File: src/rtl/tlbi_judge_pkg.sv
package tlbi_judge_pkg;

    localparam int LVL_W   = 2;
    localparam int SYND_W  = 6;
    localparam int N_TRAP  = 6;
    localparam int CAUSE_W = $clog2(N_TRAP + 1);

    localparam logic [SYND_W-1:0] SYND_TRAP = 6'h03;

    // Route of each trap condition by priority index: 1 = 32-bit entry path
    localparam logic [N_TRAP-1:0] ROUTE32_MAP = 6'b110010;

    typedef enum logic [1:0] {
        K_UNDEF  = 2'd0,
        K_TRAP64 = 2'd1,
        K_TRAP32 = 2'd2,
        K_EXEC   = 2'd3
    } kind_e;

    typedef enum logic {
        RG_KERN = 1'b0,
        RG_MON  = 1'b1
    } regime_e;

    typedef enum logic {
        VM_CUR  = 1'b0,
        VM_NONE = 1'b1
    } vmsel_e;

    typedef enum logic {
        F_ALL  = 1'b0,
        F_NOXS = 1'b1
    } filt_e;

    typedef struct packed {
        kind_e                kind;
        logic [SYND_W-1:0]    synd;
        logic [CAUSE_W-1:0]   cause;
        regime_e              regime;
        vmsel_e               vmsel;
        filt_e                filt;
    } decision_t;

    localparam decision_t DEC_RESET = '{
        kind: K_UNDEF, synd: '0, cause: '0,
        regime: RG_KERN, vmsel: VM_CUR, filt: F_ALL
    };

    function automatic decision_t mk_undef();
        return DEC_RESET;
    endfunction

    function automatic decision_t mk_exec(regime_e rg, vmsel_e vm, filt_e f);
        decision_t d;
        d        = DEC_RESET;
        d.kind   = K_EXEC;
        d.regime = rg;
        d.vmsel  = vm;
        d.filt   = f;
        return d;
    endfunction

    function automatic decision_t mk_trap(logic r32, logic [CAUSE_W-1:0] c);
        decision_t d;
        d       = DEC_RESET;
        d.kind  = r32 ? K_TRAP32 : K_TRAP64;
        d.synd  = SYND_TRAP;
        d.cause = c;
        return d;
    endfunction

endpackage

File: src/rtl/tlbi_trap_chain.sv
module tlbi_trap_chain
    import tlbi_judge_pkg::*;
#(
    parameter int                NT        = N_TRAP,
    parameter logic [NT-1:0]     ROUTE32   = ROUTE32_MAP,
    localparam int               CW        = $clog2(NT + 1)
) (
    input  logic          hyp_en,
    input  logic          hyp_32,
    input  logic [NT-1:0] ctl,
    output logic          hit,
    output logic          route32,
    output logic [CW-1:0] cause
);

    logic [NT-1:0] cond;
    logic [NT-1:0] grant;
    logic [NT:0]   seen;

    assign seen[0] = 1'b0;

    generate
        for (genvar i = 0; i < NT; i++) begin : g_link
            // a condition is live only for the hypervisor state its register belongs to
            assign cond[i]    = hyp_en & ctl[i] & (ROUTE32[i] ? hyp_32 : ~hyp_32);
            assign grant[i]   = cond[i] & ~seen[i];
            assign seen[i+1]  = seen[i] | cond[i];
        end
    endgenerate

    assign hit     = seen[NT];
    assign route32 = |(grant & ROUTE32);

    always_comb begin
        cause = '0;
        for (int i = 0; i < NT; i++) begin
            if (grant[i]) cause = CW'(i + 1);
        end
    end


    always_comb begin
        grant_onehot_chk: assert ($onehot0(grant));
    end

endmodule

File: src/rtl/tlbi_exec_attr.sv
module tlbi_exec_attr
    import tlbi_judge_pkg::*;
#(
    parameter int LW = LVL_W
) (
    input  logic [LW-1:0] lvl,
    input  logic          hyp_32,
    input  logic          xs_impl,
    input  logic          xctl_impl,
    input  logic          xctl_en,
    input  logic          xs_excl,
    output regime_e       regime,
    output vmsel_e        vmsel,
    output filt_e         filt
);

    localparam logic [LW-1:0] LVL_KERN = LW'(1);
    localparam logic [LW-1:0] LVL_MON  = LW'(3);

    logic noxs_ok;

    assign noxs_ok = xs_impl & xctl_impl & xctl_en & ~hyp_32 & xs_excl;

    always_comb begin
        regime = RG_KERN;
        vmsel  = VM_CUR;
        filt   = F_ALL;
        if (lvl == LVL_MON) begin
            regime = RG_MON;
            vmsel  = VM_NONE;
        end else if (lvl == LVL_KERN && noxs_ok) begin
            filt = F_NOXS;
        end
    end

endmodule

File: src/rtl/tlbi_access_judge.sv
module tlbi_access_judge
    import tlbi_judge_pkg::*;
(
    input  logic               clk,
    input  logic               rst,
    input  logic               req,
    input  logic [LVL_W-1:0]   lvl_in,
    input  logic               k32_ok,
    input  logic               hyp_en,
    input  logic               hyp_32,
    input  logic               grp_trap64,
    input  logic               grp_trap32,
    input  logic               tlb_trap64,
    input  logic               tlbis_trap64,
    input  logic               tlb_trap32,
    input  logic               tlbis_trap32,
    input  logic               xs_impl,
    input  logic               xctl_impl,
    input  logic               xctl_en,
    input  logic               xs_excl,
    output logic               res_vld,
    output logic [1:0]         res_kind,
    output logic [SYND_W-1:0]  res_synd,
    output logic [CAUSE_W-1:0] res_cause,
    output logic               res_regime,
    output logic               res_vmsel,
    output logic               res_filt
);

    localparam logic [LVL_W-1:0] LVL_USR  = LVL_W'(0);
    localparam logic [LVL_W-1:0] LVL_KERN = LVL_W'(1);
    localparam logic [LVL_W-1:0] LVL_HYP  = LVL_W'(2);
    localparam logic [LVL_W-1:0] LVL_MON  = LVL_W'(3);

    logic [N_TRAP-1:0]  ctl_vec;
    logic               trap_hit;
    logic               trap_r32;
    logic [CAUSE_W-1:0] trap_cause;
    regime_e            ex_regime;
    vmsel_e             ex_vmsel;
    filt_e              ex_filt;
    decision_t          dec_nxt;
    decision_t          dec_q;
    logic               vld_q;

    // priority order: index 0 is tried first
    assign ctl_vec = {tlbis_trap32, tlb_trap32, tlbis_trap64,
                      tlb_trap64, grp_trap32, grp_trap64};

    tlbi_trap_chain #(
        .NT      (N_TRAP),
        .ROUTE32 (ROUTE32_MAP)
    ) u_chain (
        .hyp_en  (hyp_en),
        .hyp_32  (hyp_32),
        .ctl     (ctl_vec),
        .hit     (trap_hit),
        .route32 (trap_r32),
        .cause   (trap_cause)
    );

    tlbi_exec_attr #(
        .LW (LVL_W)
    ) u_attr (
        .lvl       (lvl_in),
        .hyp_32    (hyp_32),
        .xs_impl   (xs_impl),
        .xctl_impl (xctl_impl),
        .xctl_en   (xctl_en),
        .xs_excl   (xs_excl),
        .regime    (ex_regime),
        .vmsel     (ex_vmsel),
        .filt      (ex_filt)
    );

    always_comb begin
        if (!k32_ok || lvl_in == LVL_USR) begin
            dec_nxt = mk_undef();
        end else if (lvl_in == LVL_KERN && trap_hit) begin
            dec_nxt = mk_trap(trap_r32, trap_cause);
        end else begin
            dec_nxt = mk_exec(ex_regime, ex_vmsel, ex_filt);
        end
    end

    always_ff @(posedge clk) begin
        if (rst) begin
            dec_q <= DEC_RESET;
            vld_q <= 1'b0;
        end else begin
            vld_q <= req;
            if (req) dec_q <= dec_nxt;
        end
    end

    assign res_vld    = vld_q;
    assign res_kind   = dec_q.kind;
    assign res_synd   = dec_q.synd;
    assign res_cause  = dec_q.cause;
    assign res_regime = dec_q.regime;
    assign res_vmsel  = dec_q.vmsel;
    assign res_filt   = dec_q.filt;


    usr_undef_chk: assert property (@(posedge clk) disable iff (rst)
        (req && lvl_in == LVL_USR) |=> (res_kind == K_UNDEF && res_cause == '0));


    narrow_undef_chk: assert property (@(posedge clk) disable iff (rst)
        (req && !k32_ok) |=> (res_kind == K_UNDEF && res_synd == '0));


    trap_synd_chk: assert property (@(posedge clk) disable iff (rst)
        (res_kind == K_TRAP64 || res_kind == K_TRAP32) |->
            (res_synd == SYND_TRAP && res_cause != '0));


    hyp_exec_chk: assert property (@(posedge clk) disable iff (rst)
        (req && k32_ok && lvl_in == LVL_HYP) |=>
            (res_kind == K_EXEC && res_regime == RG_KERN &&
             res_vmsel == VM_CUR && res_filt == F_ALL));


    mon_exec_chk: assert property (@(posedge clk) disable iff (rst)
        (req && k32_ok && lvl_in == LVL_MON) |=>
            (res_kind == K_EXEC && res_regime == RG_MON &&
             res_vmsel == VM_NONE && res_filt == F_ALL));


    hold_chk: assert property (@(posedge clk) disable iff (rst)
        !req |=> (!res_vld && $stable(res_kind) && $stable(res_synd) &&
                  $stable(res_cause) && $stable(res_regime) &&
                  $stable(res_vmsel) && $stable(res_filt)));


    pulse_chk: assert property (@(posedge clk) disable iff (rst)
        req |=> res_vld);

endmodule

File: config.mk
export PLATFORM = sky130hd
export DESIGN_NAME = tlbi_access_judge
export DESIGN_NICKNAME = d
export VERILOG_FILES = /design/src/rtl/tlbi_judge_pkg.sv /design/src/rtl/tlbi_trap_chain.sv /design/src/rtl/tlbi_exec_attr.sv /design/src/rtl/tlbi_access_judge.sv
export SDC_FILE = /design/constraint.sdc
export NUM_CORES = 1
export LEC_CHECK = 0
export BUFFER_PORTS_ARGS = -buffer_cell sky130_fd_sc_hd__buf_4
export CAP_MARGIN = 20
export CORE_AREA = 2 2 39 41
export CTS_BUF_LIST = sky130_fd_sc_hd__clkbuf_8
export DETAILED_ROUTE_END_ITERATION = 10
export DIE_AREA = 0 0 41 43
export PLACE_DENSITY = 0.74
export SLEW_MARGIN = 20
export SYNTH_ARGS = -nofsm -noshare
export SYNTH_HDL_FRONTEND = slang
export SYNTH_SLANG_ARGS = --single-unit
File: constraint.sdc
create_clock -name clk -period 2.4 [get_ports clk]
set_input_delay 0.36 -clock clk [delete_from_list [all_inputs] [get_ports clk]]
set_output_delay 0.36 -clock clk [all_outputs]
set_load 0.01 [all_outputs]
==> metrics.md, run 1 <==
| Metric | Value |
|---|---|
| Status | completed |
| IO Port Bufs | 28 |
| Worst Path Arrival | 0.70 ns |
| Gpl congestion | around 0.74 |
| Slowest CP cell | dfxtp_1 |
| Worst clock skew | 0 ns |
| Antenna cells | 0 |
| Reg clk slew, reported paths | 0.04 ns |
| DP HPWL | 936 µm |
| Initial antenna violation count | 0 |
| Syn Area/Cell | 8.69 µm² |
| Core area | 1380 µm² |
| Commonest non-fill, non-tap cell in the layout | buf_4 |
| Via count | 511 |
| CTS sink count | 9 |
| GRT Util Overall | 14.7% |
| Drt first pass iters | 4 |
| Residual DRC count | 0 |
| Synth Flop Type | dfxtp_1 |
| Synth unique cells | 26 |
| Setup bufs post-CTS | 0 |
| Fraction of registers with async set/reset | 0% |
| Period minus WS final | about 1.1 ns |
| Max Buffers Root-to-Sink | 2 |
| Via/cell ratio | 4.96 |
| Multi-input combinational cell area | about 290 µm² |
| Post-Syn Instances | 59 |
| RSZ-0062 raised after global routing | no |
| Data required, critical path | 2.04 ns |
| Root Driver | clkbuf_8 |
| Clk_lat worst skew | approximately 0.22 ns |
| Top-level port count | 33 |
| Seq cells post-synth | 9 |
| Rows | 14 |
| EDFF count, synth | 0 |
| Starting DRT DRC Count | 11 |
| Commonest cells after routing, fill and taps aside | 28 x buf_4, 9 x dfxtp_1, 8 x nand2_1 |
| Nets | between 100 and 150 |
| Vias in the first global route | 427 |
| Fraction of layout cells with a size suffix above 1 | 46.0% |
| Fin util | 54.0% |
| Crit end category | output port |
| WL per Instance | 10.9 µm |
| FF/Latch Area | between 150 and 200 µm² |
| Synth Cell Area | a little over 500 µm² |
| CTS tree | built |
| Startpoint Class | flop |
| Setup tns final | 0 ns |
| PD cells | 518 nW/µm² |
| Post-CTS Resized | 0 |
| Final WL | 1120 µm |
| Fmax | ~940 MHz |
| Fill cells | 129 |
| Crit-path leading delay family | flip-flops |
| Initial cell density of the core | 37.1% |
| Hold Violations, Final | 0 |
| H-tree Lvls | 1 |
| Slowest stage delay, CP | 0.34 ns |
| Static leakage | 0.000352 µW |
| Post-CTS Hold Buffers | 0 |
| Hold Crit Class | in2reg |
| WS Path Type | reg2out |
| Area growth, synth to finish | 45.6% |
| Die ar. | 1760 µm² |
| Yosys warns | 0 |
| Final ANT Viol Nets | 0 |
| VDD IR-drop max | roughly 0.15 mV |
| Setup violations, final | 0 |
| Final worst-path cycle share | between 40% and 50% |
| Crit-path max FO | 3 |
| Grt ovf | 0 |
| Max Cap Viol | 0 |
| Bufs and invs on worst path | 1 |
| Slew Viols, Final | 0 |
| Register area share after synthesis | 35.1% |
| First-pass GRT wire length | between 1500 and 2000 µm |
| Num CTS Buffers | 3 |
| Die X | 41 µm |
| Largest net degree at the start of global routing | 12 |
| Die H | 43 µm |
| Cells along the critical path | buf_4 |
[sequential cells by signal, summed over array words and instances (netlist names)]
signal and count:
res_filt 1, res_vld 1, res_kind 2, res_cause 3, res_synd 1, res_regime 1
[layout make-up]
class	count	area share (%)
clock buffer	3	5.53
clock inverter	1	0.503
multi-input combinational	46	39.0
sequential	9	24.1
tap	16	2.68
timing repair buffer	28	28.1
[kinds of logic (layout without fill, tap and decap cells)]
logic type | Yosys count | after routing | synth area share (%)
DFF | 9 | 9 | 35.1
other | 1 | 4 | 0.731
AOI/OAI and AO/OA | 16 | 16 | 21.7
and+or+nand+nor | 26 | 26 | 32.2
buffers and inverters | 7 | 32 | 10.2
[synth_stat cells (2+ instances only)]
cell | instances | area (µm²)
a21oi_1 | 2 | 10.0
o21ai_1 | 4 | 20.0
a22o_1 | 2 | 17.5
nor3_2 | 2 | 20.0
buf_4 | 7 | 52.6
dfxtp_1 | 9 | 180
nor2b_1 | 4 | 25.0
nor2_1 | 4 | 15.0
nand2_1 | 8 | 30.0
[worst paths after layout]
path                                    from      endpoint  slack, ns  cells past startpoint
worst max-delay path              res_regime    res_regime       1.34                      1
worst min-delay path                     rst    res_regime       0.31                      2
worst max register to register  res_cause[2]  res_cause[2]       1.77                      1
worst min register to register   res_synd[0]   res_synd[0]       0.46                      2
[per-stage QoR]
| stage | cells | instance area (µm²) | worst slack, ns | hold slack [ns] | power [µW] |
|---|---|---|---|---|---|
| after global routing | 103 | 747 | 1.29 | 0.311 | 413 |
| after floorplan | 62 | 524 | 1.35 | 0.429 | 192 |
| after detailed placement | 99 | 702 | 1.22 | 0.444 | 225 |
| after global placement | 99 | 702 | 1.23 | 0.441 | 224 |
| final | 103 | 747 | 1.34 | 0.314 | 387 |
| after CTS | 103 | 747 | 1.32 | 0.305 | 394 |
[per-layer routing]
layer	up-vias	wire, µm	global-route usage (%)
met5	-	0	0
met4	0	14	12.0
met3	2	114	1.57
met2	28	548	20.9
met1	223	441	18.7
li1	258	-	-
[report_power, final]
group / leakage (µW) / switching, µW / total (µW) / internal (µW)
sequential: 0.0000732 / 1.85 / 156 / 154
clock: 0.0000269 / 54.0 / 165 / 111
combinational: 0.000252 / 32.0 / 66.4 / 34.4
No activity file was read; power rests on OpenSTA's default activity.
==> run 2: changes to the inputs <==
==> constraint.sdc (replaced) <==
create_clock -name clk -period 1 [get_ports clk]
set_input_delay 0.15 -clock clk [delete_from_list [all_inputs] [get_ports clk]]
set_output_delay 0.15 -clock clk [all_outputs]
set_load 0.01 [all_outputs]
==> run 2 against run 1 <==
Effect of this change:
- critical path depth unchanged
- non-clock buffer count up 1
- clock skew unchanged
- sequential share of layout area down 0.24 points
- core utilization up 0.54 points
- via count up 1.8%
- count of clock-buffer cells in the layout unchanged
- setup slack worse by 1.2 ns
- global-route usage about the same
- sequential power up 140%
- final cell count up 0.97%
- critical endpoint unchanged
==> metrics.md, run 2 (same netlist as run 1, synthesis figures left out) <==
| Metric | Value |
|---|---|
| Die X | 41 µm (unchanged) |
| Via/cell ratio | 5.00 (+0.78%) |
| Worst reg2reg setup slack | 0.38 ns (-1.39 ns) |
| Worst clock skew | 0 ns (unchanged) |
| Top-level port count | 33 (unchanged) |
| Num CTS Buffers | 3 (unchanged) |
| Clk_lat worst skew | 0.22 ns (about the same) |
| Residual DRC count | 0 (unchanged) |
| Die H | 43 µm (unchanged) |
| Static leakage | 0.000357 µW (+1.5%) |
| Worst Path Arrival | 0.70 ns (about the same) |
| Slowest CP cell | dfxtp_1 |
| Commonest non-fill, non-tap cell in the layout | buf_4 |
| Hold EP | res_regime |
| Post-CTS Resized | 0 (unchanged) |
| Gpl congestion | 0.700 (-5.3%) |
| Rows | 14 (unchanged) |
| Die ar. | 1760 µm² (unchanged) |
| Drt first pass iters | 4 (unchanged) |
| Setup violations, final | 0 (unchanged) |
| Final ANT Viol Nets | 0 (unchanged) |
| Startpoint Class | flop |
| Reg2Reg Depth | 1 (unchanged) |
| Vias in the first global route | 428 (+0.23%) |
| Reg clk slew, reported paths | 0.04 ns (about the same) |
| Grt ovf | 0 (unchanged) |
| Critical path launch point | res_regime |
| CTS sink count | 9 (unchanged) |
| Fmax | 1180 MHz |
| Hold Violations, Final | 0 (unchanged) |
| Area growth, synth to finish | 47.1% |
| Core area | 1380 µm² (unchanged) |
| Met1 Usage GRT | 18.0% (-0.70 points) |
| H-tree Lvls | 1 (unchanged) |
| CTS tree | built |
| Max FFs per register | 3 (unchanged) |
| Fraction of layout cells with a size suffix above 1 | 46.6% (+0.61 points) |
| Final cell count without fillers | 104 (+0.97%) |
| Nets | 107 (+0.94%) |
| Hold path cells | 2 (unchanged) |
| Met2 GRT Util | 22.5% (+1.6 points) |
| Crit end category | output port |
| Setup tns final | 0 ns (unchanged) |
| Hold Crit Class | in2reg |
| Final worst-path cycle share | 84.8% |
| WL per Instance | 10.8 µm (-0.52%) |
| Busiest grt layer | met2 |
| Root Driver | clkbuf_8 |
| FF-to-FF End | res_filt |
| Initial cell density of the core | 37.1% (unchanged) |
| Slew Viols, Final | 0 (unchanged) |
| RSZ-0062 raised after global routing | no |
| Post-CTS Hold Buffers | 0 (unchanged) |
| GRT Util Overall | 14.7% (-0.015 points) |
| Via count | 520 (+1.8%) |
| Antenna cells | 0 (unchanged) |
| Max Buffers Root-to-Sink | 2 (unchanged) |
| RR Startpoint | res_filt |
| Pwr Total | 931 µW (+140%) |
| Hold_sp | rst |
| Data required, critical path | 0.85 ns (-1.19 ns) |
| Setup bufs post-CTS | 0 (unchanged) |
| Final WL | 1120 µm (+0.45%) |
| Max Cap Viol | 0 (unchanged) |
| Crit-path max FO | 3 (unchanged) |
| Period minus WS final | 0.848 ns |
| Bufs and invs on worst path | 1 (unchanged) |
| VDD IR-drop max | 0.595 mV (+310%) |
| Status | completed |
| WS Path Type | reg2out |
| Starting DRT DRC Count | 6 (-5) |
| Initial antenna violation count | 0 (unchanged) |
| Cells along the critical path | buf_4 |
| PD cells | 1230 nW/µm² (+140%) |
| IO Port Bufs | 28 (unchanged) |
| Placed Cells | 100 (+1.0%) |
| Met3 usage | 1.57% (unchanged) |
| Commonest cells after routing, fill and taps aside | 29 x buf_4, 9 x dfxtp_1, 8 x nand2_1 |
| Crit-path leading delay family | flip-flops |
| Largest net degree at the start of global routing | 12 (unchanged) |
| First-pass GRT wire length | 1760 µm (+1.2%) |
| Slowest stage delay, CP | 0.34 ns (about the same) |
## run 2: changes by cell type in the layout (fill, tap and decap cells not counted)
| cell | previous run | this run |
|---|---|---|
| buf_4 | 28 | 29 |
## run 2: final cells by class
type	count	area, µm²
Multi-Input combinational cell	46	292
Sequential cell	9	180
Timing Repair Buffer	29	218
Clock inverter	1	3.75
Clock buffer	3	41.3
Fill cell	142	629
Tap cell	16	20.0
## run 2: metal layers
metal | wire length (µm) | vias up
li1 | - | 256
met1 | 443 | 236
met2 | 542 | 26
met3 | 123 | 2
met4 | 14 | 0
met5 | 0 | -
## run 2: worst max path at each step
stage	endpoint	slack, ns	cells past startpoint
global placement	res_cause[1]	0.04	5
detailed placement	res_cause[1]	0.04	5
CTS	res_kind[0]	0.14	1
global route	res_regime	0.11	1
finish	res_regime	0.15	1
floorplan	res_filt	0.16	4
## run 2: through the flow
stage	utilization, %	hold WS [ns]	worst slack (ns)	area, µm²
detailed placement	51.3	0.338	0.0358	709
floorplan	-	0.219	0.161	524
global route	54.5	0.106	0.105	754
CTS	54.5	0.0998	0.138	754
finish	54.5	0.103	0.152	754
global placement	51.3	0.339	0.0363	709
## run 2: where the power goes
part,switching [µW],internal [µW]
logic,77.4,85.2
clock network,128,266
registers,4.31,369
